`config.mk`:
```
export PLATFORM = sky130hd
export DESIGN_NAME = exc_frame_seq
export DESIGN_NICKNAME = d
export VERILOG_FILES = /design/src/rtl/exc_frame_pkg.sv /design/src/rtl/exc_sp_bank.sv /design/src/rtl/exc_seq_ctrl.sv /design/src/rtl/exc_frame_store.sv /design/src/rtl/exc_frame_seq.sv
export SDC_FILE = /design/constraint.sdc
export NUM_CORES = 2
export LEC_CHECK = 0
export ABC_CLOCK_PERIOD_IN_PS = 14790
export CORE_MARGIN = 10
export CORE_UTILIZATION = 45
export CTS_BUF_LIST = sky130_fd_sc_hd__clkbuf_16
export DETAILED_ROUTE_END_ITERATION = 6
export GPL_TIMING_DRIVEN = 0
export PLACE_DENSITY_LB_ADDON = 0.15
export SLEW_MARGIN = 40
export SYNTH_ARGS = -nofsm -noshare
export SYNTH_HDL_FRONTEND = slang
export SYNTH_HIERARCHICAL = 1
export SYNTH_SLANG_ARGS = --single-unit
```
`constraint.sdc`:
```
create_clock -name clk -period 14.79 [get_ports clk]
set_input_delay 4.437 -clock clk [delete_from_list [all_inputs] [get_ports clk]]
set_output_delay 4.437 -clock clk [all_outputs]
set_load 0.05 [all_outputs]
```
`src/rtl/exc_frame_pkg.sv`:
```
package exc_frame_pkg;
  localparam int unsigned XLEN        = 32;
  localparam int unsigned FRAME_WORDS = 8;
  localparam int unsigned WORD_BYTES  = XLEN / 8;
  localparam int unsigned FRAME_BYTES = FRAME_WORDS * WORD_BYTES;
  localparam int unsigned IDX_W       = $clog2(FRAME_WORDS);

  typedef logic [XLEN-1:0] word_t;

  typedef enum logic [1:0] {
    SEQ_IDLE = 2'd0,
    SEQ_PUSH = 2'd1,
    SEQ_POP  = 2'd2
  } seq_state_e;

  // Full-descending stack: the frame base sits one frame below the pointer.
  function automatic word_t push_base(input word_t sp);
    return sp - word_t'(FRAME_BYTES);
  endfunction

  function automatic word_t pop_top(input word_t sp);
    return sp + word_t'(FRAME_BYTES);
  endfunction

  function automatic word_t slot_addr(input word_t base, input logic [IDX_W-1:0] idx);
    return base + word_t'(idx) * word_t'(WORD_BYTES);
  endfunction
endpackage

```
`src/rtl/exc_sp_bank.sv`:
```
module exc_sp_bank
  import exc_frame_pkg::*;
#(
  parameter word_t MSP_INIT = 32'h2000_0800,
  parameter word_t PSP_INIT = 32'h2000_1000
) (
  input  logic  clk,
  input  logic  rst_n,
  input  logic  dec_en,
  input  logic  dec_psp,
  input  logic  inc_en,
  input  logic  inc_psp,
  output word_t msp,
  output word_t psp
);
  always_ff @(posedge clk) begin
    if (!rst_n) begin
      msp <= MSP_INIT;
      psp <= PSP_INIT;
    end else begin
      if (dec_en) begin
        if (dec_psp) psp <= push_base(psp);
        else         msp <= push_base(msp);
      end else if (inc_en) begin
        if (inc_psp) psp <= pop_top(psp);
        else         msp <= pop_top(msp);
      end
    end
  end
endmodule

```
`src/rtl/exc_seq_ctrl.sv`:
```
module exc_seq_ctrl
  import exc_frame_pkg::*;
#(
  parameter int unsigned NEST_W = 3
) (
  input  logic              clk,
  input  logic              rst_n,
  input  logic              entry_req,
  input  logic              exit_req,
  input  logic              psp_sel,
  input  logic              mem_ready,
  input  word_t             msp,
  input  word_t             psp,
  output seq_state_e        state,
  output logic [IDX_W-1:0]  idx,
  output word_t             base,
  output logic              acc_entry,
  output logic              acc_exit,
  output logic              entry_psp,
  output logic              xfer,
  output logic              xfer_last,
  output logic              pop_end,
  output logic              done,
  output logic              cur_psp,
  output logic [NEST_W-1:0] depth
);
  localparam logic [NEST_W-1:0] NEST_MAX  = '1;
  localparam logic [IDX_W-1:0]  LAST_SLOT = IDX_W'(FRAME_WORDS - 1);

  logic idle;
  logic exit_psp;
  logic thr_psp;

  assign idle      = (state == SEQ_IDLE);
  assign acc_entry = idle && entry_req && (depth != NEST_MAX);
  assign acc_exit  = idle && exit_req && !acc_entry && (depth != '0);
  assign entry_psp = (depth == '0) && psp_sel;
  assign exit_psp  = (depth == NEST_W'(1)) && thr_psp;
  assign xfer      = !idle && mem_ready;
  assign xfer_last = xfer && (idx == LAST_SLOT);
  assign pop_end   = xfer_last && (state == SEQ_POP);

  always_ff @(posedge clk) begin
    if (!rst_n) begin
      state   <= SEQ_IDLE;
      idx     <= '0;
      base    <= '0;
      depth   <= '0;
      thr_psp <= 1'b0;
      cur_psp <= 1'b0;
      done    <= 1'b0;
    end else begin
      done <= xfer_last;
      if (acc_entry) begin
        state   <= SEQ_PUSH;
        idx     <= '0;
        base    <= push_base(entry_psp ? psp : msp);
        cur_psp <= entry_psp;
        if (depth == '0) thr_psp <= psp_sel;
      end else if (acc_exit) begin
        state   <= SEQ_POP;
        idx     <= '0;
        base    <= exit_psp ? psp : msp;
        cur_psp <= exit_psp;
      end else if (xfer) begin
        idx <= idx + IDX_W'(1);
        if (xfer_last) begin
          state <= SEQ_IDLE;
          depth <= (state == SEQ_PUSH) ? depth + NEST_W'(1) : depth - NEST_W'(1);
        end
      end
    end
  end
endmodule

```
`src/rtl/exc_frame_store.sv`:
```
module exc_frame_store
  import exc_frame_pkg::*;
(
  input  logic                              clk,
  input  logic                              rst_n,
  input  logic                              capture,
  input  logic [FRAME_WORDS-1:0][XLEN-1:0]  in_word,
  input  logic [IDX_W-1:0]                  rd_idx,
  input  logic                              load_en,
  input  logic [IDX_W-1:0]                  load_idx,
  input  word_t                             load_data,
  output word_t                             wdata,
  output logic [FRAME_WORDS-1:0][XLEN-1:0]  out_word
);
  logic [FRAME_WORDS-1:0][XLEN-1:0] snap;
  logic [FRAME_WORDS-1:0]           load_hit;

  for (genvar s = 0; s < FRAME_WORDS; s++) begin : g_hit
    assign load_hit[s] = load_en && (load_idx == IDX_W'(s));
  end

  always_ff @(posedge clk) begin
    if (!rst_n) begin
      snap     <= '0;
      out_word <= '0;
    end else begin
      if (capture) snap <= in_word;
      for (int s = 0; s < FRAME_WORDS; s++) begin
        if (load_hit[s]) out_word[s] <= load_data;
      end
    end
  end

  assign wdata = snap[rd_idx];
endmodule

```
`src/rtl/exc_frame_seq.sv`:
```
module exc_frame_seq
  import exc_frame_pkg::*;
#(
  parameter int unsigned NEST_W   = 3,
  parameter word_t       MSP_INIT = 32'h2000_0800,
  parameter word_t       PSP_INIT = 32'h2000_1000
) (
  input  logic            clk,
  input  logic            rst_n,
  input  logic            entry_req,
  input  logic            exit_req,
  input  logic            psp_sel,
  input  logic [XLEN-1:0] r0_in,
  input  logic [XLEN-1:0] r1_in,
  input  logic [XLEN-1:0] r2_in,
  input  logic [XLEN-1:0] r3_in,
  input  logic [XLEN-1:0] r12_in,
  input  logic [XLEN-1:0] lr_in,
  input  logic [XLEN-1:0] pc_in,
  input  logic [XLEN-1:0] psr_in,
  output logic            mem_req,
  output logic            mem_we,
  output logic [XLEN-1:0] mem_addr,
  output logic [XLEN-1:0] mem_wdata,
  input  logic [XLEN-1:0] mem_rdata,
  input  logic            mem_ready,
  output logic [XLEN-1:0] r0_out,
  output logic [XLEN-1:0] r1_out,
  output logic [XLEN-1:0] r2_out,
  output logic [XLEN-1:0] r3_out,
  output logic [XLEN-1:0] r12_out,
  output logic [XLEN-1:0] lr_out,
  output logic [XLEN-1:0] pc_out,
  output logic [XLEN-1:0] psr_out,
  output logic [XLEN-1:0] msp,
  output logic [XLEN-1:0] psp,
  output logic [XLEN-1:0] sp_view,
  output logic            busy,
  output logic            done
);
  seq_state_e                       state;
  logic [IDX_W-1:0]                 idx;
  word_t                            base;
  logic                             acc_entry;
  logic                             acc_exit;
  logic                             entry_psp;
  logic                             xfer;
  logic                             xfer_last;
  logic                             pop_end;
  logic                             cur_psp;
  logic [NEST_W-1:0]                depth;
  logic                             in_handler;
  logic                             pop_load;
  logic [FRAME_WORDS-1:0][XLEN-1:0] frame_in;
  logic [FRAME_WORDS-1:0][XLEN-1:0] frame_out;

  // Memory slot order, index 0 at the lowest address.
  assign frame_in = {psr_in, pc_in, lr_in, r12_in, r3_in, r2_in, r1_in, r0_in};

  exc_seq_ctrl #(.NEST_W(NEST_W)) u_ctrl (
    .clk       (clk),
    .rst_n     (rst_n),
    .entry_req (entry_req),
    .exit_req  (exit_req),
    .psp_sel   (psp_sel),
    .mem_ready (mem_ready),
    .msp       (msp),
    .psp       (psp),
    .state     (state),
    .idx       (idx),
    .base      (base),
    .acc_entry (acc_entry),
    .acc_exit  (acc_exit),
    .entry_psp (entry_psp),
    .xfer      (xfer),
    .xfer_last (xfer_last),
    .pop_end   (pop_end),
    .done      (done),
    .cur_psp   (cur_psp),
    .depth     (depth)
  );

  exc_sp_bank #(.MSP_INIT(MSP_INIT), .PSP_INIT(PSP_INIT)) u_bank (
    .clk     (clk),
    .rst_n   (rst_n),
    .dec_en  (acc_entry),
    .dec_psp (entry_psp),
    .inc_en  (pop_end),
    .inc_psp (cur_psp),
    .msp     (msp),
    .psp     (psp)
  );

  assign pop_load = xfer && (state == SEQ_POP);

  exc_frame_store u_store (
    .clk       (clk),
    .rst_n     (rst_n),
    .capture   (acc_entry),
    .in_word   (frame_in),
    .rd_idx    (idx),
    .load_en   (pop_load),
    .load_idx  (idx),
    .load_data (mem_rdata),
    .wdata     (mem_wdata),
    .out_word  (frame_out)
  );

  assign busy       = (state != SEQ_IDLE);
  assign mem_req    = busy;
  assign mem_we     = (state == SEQ_PUSH);
  assign mem_addr   = slot_addr(base, idx);
  assign in_handler = (depth != '0);
  assign sp_view    = (!in_handler && psp_sel) ? psp : msp;

  assign r0_out  = frame_out[0];
  assign r1_out  = frame_out[1];
  assign r2_out  = frame_out[2];
  assign r3_out  = frame_out[3];
  assign r12_out = frame_out[4];
  assign lr_out  = frame_out[5];
  assign pc_out  = frame_out[6];
  assign psr_out = frame_out[7];
endmodule

```
After elaboration in Yosys (flattened, before gate mapping). Index checks and enable logic that the tools add are counted.

Register bits: 619. Input bits: 294. Logic and storage cells: 118.

$add $sub $neg: 9. $lt $le $gt $ge: 1. Equal/unequal tests: 14. Muxes and demuxes: 22. Bitwise logic cells: 3. Reductions and logical operators: 43.

Operators with widths (count): 32-bit two-way mux (14); 32-bit binary-select mux with 3-bit select (1); 32-bit by 6-bit subtractor with 32-bit output (second input constant) (3); 32-bit by 6-bit adder with 32-bit output (second input constant) (2); 32-bit by 5-bit adder with 32-bit output (1); 1-bit logical AND (20); 3-bit equality test (second input constant) (4); 2-bit nonzero test (6); 3-bit nonzero test (3); 3-bit by 1-bit adder with 3-bit output (second input constant) (2); 3-bit by 1-bit equality test with 1-bit output (second input constant) (2); 3-bit by 2-bit equality test with 1-bit output (second input constant) (2); 3-bit logical NOT (2); 2-bit two-way mux (3); 2-bit AND reduction (3); 3-bit AND reduction (2); 3-bit by 4-bit < comparator with 1-bit output (second input constant) (1); 2-bit inequality test (second input constant) (2); 4-bit AND reduction (1); 1-bit logical NOT (3); 1-bit two-way mux (3); 3-bit two-way mux (1); 3-bit inequality test (second input constant) (1); 1-bit inverter (3); 7 further kinds (7).

Logic depth before layout (Yosys ltp).
Depth in word-level cells: 8. Gate-level depth with buffers: 16. Gate-level depth less buffers: 15.

By module. The synthesis kept the hierarchy.

Modules (own cells, without submodules): exc_frame_store (times used 1, cells each 2103, area each 21317.9 um^2); exc_sp_bank (times used 1, cells each 625, area each 4823.4 um^2); exc_seq_ctrl (times used 1, cells each 439, area each 3188.1 um^2); exc_frame_seq (times used 1, cells each 138, area each 1102.3 um^2).

Worst setup path after synthesis. No wires, ideal clock.

Kind: input to output. Start point: in psp_sel. End point: out sp_view[7]. Arrival: 5573 ps. Data required time: 10353 ps. Path slack: 4780 ps. Stages: 3. Path buffers: 1. Cells stage by stage: nor4b_2 -> buf_2 -> mux2_1.

Longest elaborated chain between the ends: 2.

Ends and longest elaborated chain: start: declaration (RTL line exc_frame_seq.sv:12) `input logic psp_sel,`; 1-bit logical AND (RTL line exc_frame_seq.sv:114) `assign sp_view = (!in_handler && psp_sel) ? psp : msp;`; 32-bit two-way mux (RTL line exc_frame_seq.sv:114); end: declaration (RTL line exc_frame_seq.sv:37) `output logic [XLEN-1:0] sp_view,`.

No other way between the ends.

Worst setup path after layout.
Start point: in psp_sel. End point: out sp_view[6].

Same word-level chain as after synthesis.

==> metrics <==
outcome finished, final reports clean; Max Transition Viols Final 0; CTS Buf Count 69; Area growth syn-to-layout 33.2%; initial antenna violation count 37; Synth Warn # 6; Period Utilization, post-route 0.796; top cells by area, synth dfxtp_1, mux2i_1, nand2_1; Fillers 5977; Seq/Total Area, Yosys 0.401; clk slew on worst S/H paths 0.06 ns; unrepaired setup endpoints after global routing false; Core Region roughly 0.067 mm²; Critical R2R Capture u_bank/psp[29]; Setup Viol. Count Final 0; Switch Pwr between 1 and 1.5 mW; detailed-route DRC error count 0; Final Cell Area 0.0405 mm²; Vias/cell about 5.6; Leakage about 15 nW; pwr/cell area 104 mW/mm²; peak supply drop 0.0000874 V; endpoint class of the critical path output pin; die height around 280 µm; Min-Delay Path Depth 2; register area 0.0122 mm²; Hold Crit Start u_store/out_word[137]; clock root buffer clkbuf_16; Hold-fix buffers, CTS 0; clock power share 0.399; Highest Clock Rate 85.0 MHz; Worst Skew 0.0320 ns; final setup TNS 0 ns; reg2reg setup slack approximately 9.8 ns; drt wl/cell 24.9 µm; clk buf depth 3; ys async rst share 0; Worst Path Class, Setup primary input to output pin; R2R depth 17; slew of the pin with the lowest slew margin between 0.8 and 0.9 ns; Post-CTS Setup Bufs 0; num ports between 700 and 800; sequential power share 0.420; combinational share of power 0.180; GPL Wtd Cong 0.954; Hold WC Path Type flop to flop; Relative slew margins 0.425; CTS resizes 0; DP Area between 0.03 and 0.04 mm²; hold endpoint u_store/out_word[137]; ANT nets after route 0; Period minus WS final about 12 ns; Clock Sink Count approximately 610; ys flop type dfxtp_1; Worst Path Required 10.35 ns; top-area cell type share of the netlist area 0.401; share of cells above drive strength 1 0.0872; internal power between 2 and 3 mW; die width approximately 280 µm; first-pass GRT wire length 179000 µm; Rows between 90 and 100; Post-Syn Area roughly 0.030 mm²; top-count cell post-synth nand2_1; worst endpoint data arrival time 7.33 ns; vias in the first global route 26.4k; IO Port Bufs approximately 670; CTS HTree Levels 3; Distinct cells, synth 97; final hold violations 0; Clk Latency, worst-skew pair just over 0.6 ns; Multi-input gate area between 0.015 and 0.02 mm²; drt total wl roughly 120000 µm; global route overflow 0; CTS tree done; NumNets Final around 4.4k; Die Footprint roughly 0.08 mm²; EDFF count, synth 0; Crit Path Max Fanout 10; largest net degree at the start of global routing 40; number of synthesized register bits around 600; syn_area_per_cell about 9 µm²; vias 27.8k; Synth area leader dfxtp_1; detailed placement HPWL 97100 µm; TritonRoute pass-1 iters 6; r2r startpoint u_ctrl/depth[0]; First DRT Iteration DRCs 2488; Sw Share 0.291; Starting Density 0.453; startpoint types primary input; max-cap viol count 0; Post-synth top cells nand2_1, dfxtp_1, mux2i_1; Cells after Synth 3305; total track usage 0.302
==> stage by stage <==
step	instances	setup WS (ns)	utilization	hold WS [ns]	power, mW
after floorplan	3314	4.78	-	0.457	2.27
after global placement	4853	2.61	0.569	0.440	2.55
after detailed placement	4854	3.03	0.570	0.444	2.56
after CTS	4978	3.03	0.602	0.452	4.24
after global routing	5003	2.96	0.603	0.466	4.37
final	5004	3.02	0.604	0.450	4.23
==> worst max-delay path: stages <==
cell and delay [ns]:
clkdlybuf4s50_1 0.53, nor4b_4 0.66, buf_2 0.58, mux2_2 0.39, clkdlybuf4s50_1 0.71
==> placed cells by master, fill, tap and decap left out, types with 22 or more instances in the layout <==
cell type,instances
ha_1,61
diode_2,26
clkbuf_1,124
xor2_1,36
o21ai_0,36
clkbuf_16,70
nor3_1,36
buf_2,115
mux4_1,36
a21o_1,30
clkdlybuf4s50_1,666
mux2i_1,295
a21boi_1,241
o211ai_1,24
xnor2_1,48
nand4_1,22
a21oi_1,97
dfxtp_1,609
inv_1,41
mux4_2,28
nand3_1,49
mux2_2,56
nand2_1,682
nor2b_1,262
nor2_1,91
==> how the worst max path moves through the flow <==
| stage | from | endpoint | slack, ns |
|---|---|---|---|
| 2_1_floorplan | psp_sel | sp_view[7] | 4.78 |
| 3_3_place_gp | psp_sel | sp_view[10] | 2.61 |
| 3_5_place_dp | psp_sel | sp_view[6] | 3.03 |
| 4_1_cts | psp_sel | sp_view[10] | 3.03 |
| 5_1_grt | psp_sel | sp_view[6] | 2.96 |
| 6_report | psp_sel | sp_view[6] | 3.02 |
==> area by class of cell <==
cell class	count	share of cell area
flip-flops and latches	609	0.301
plain buffers	266	0.0308
multi-input cells	2411	0.418
diodes	26	0.00161
repair buffers	667	0.165
well taps	873	0.0269
clock inverters	54	0.0107
clock buffers	70	0.0432
inverters	28	0.00259
==> cell families after synthesis <==
family,share of synthesized area
flops,0.401
simple gates,0.198
mux,0.173
xor+xnor,0.0242
fa+ha+maj,0.0271
compound gates,0.133
buf+inv,0.0442
other cells,0.000123
==> per-layer routing <==
layer / track usage / wire (µm) / part of all wire
met5: 0.000640 / 123 / 0.00099
met4: 0.133 / 4920 / 0.039
met3: 0.0788 / 11100 / 0.089
met2: 0.501 / 59700 / 0.48
met1: 0.364 / 49000 / 0.39
==> state kept, by name (all words and copies together) (netlist names) <==
register,flops
u_store/snap,256
u_ctrl/thr_psp,1
u_ctrl/idx,3
u_bank/psp,27
u_store/out_word,256
u_ctrl/base,32
u_ctrl/depth,3
u_ctrl/state,2
u_bank/msp,27
u_ctrl/done,1
u_ctrl/cur_psp,1
==> power groups by stage <==
stage          Clock [mW]  Sequential [mW]  Combinational [mW]
2_1_floorplan           0             1.82               0.455
3_3_place_gp            0             1.81               0.742
3_5_place_dp            0             1.81               0.748
4_1_cts              1.71             1.78               0.751
5_1_grt              1.78             1.78               0.809
6_report             1.69             1.78               0.762
(Power assumes the default switching activity.)
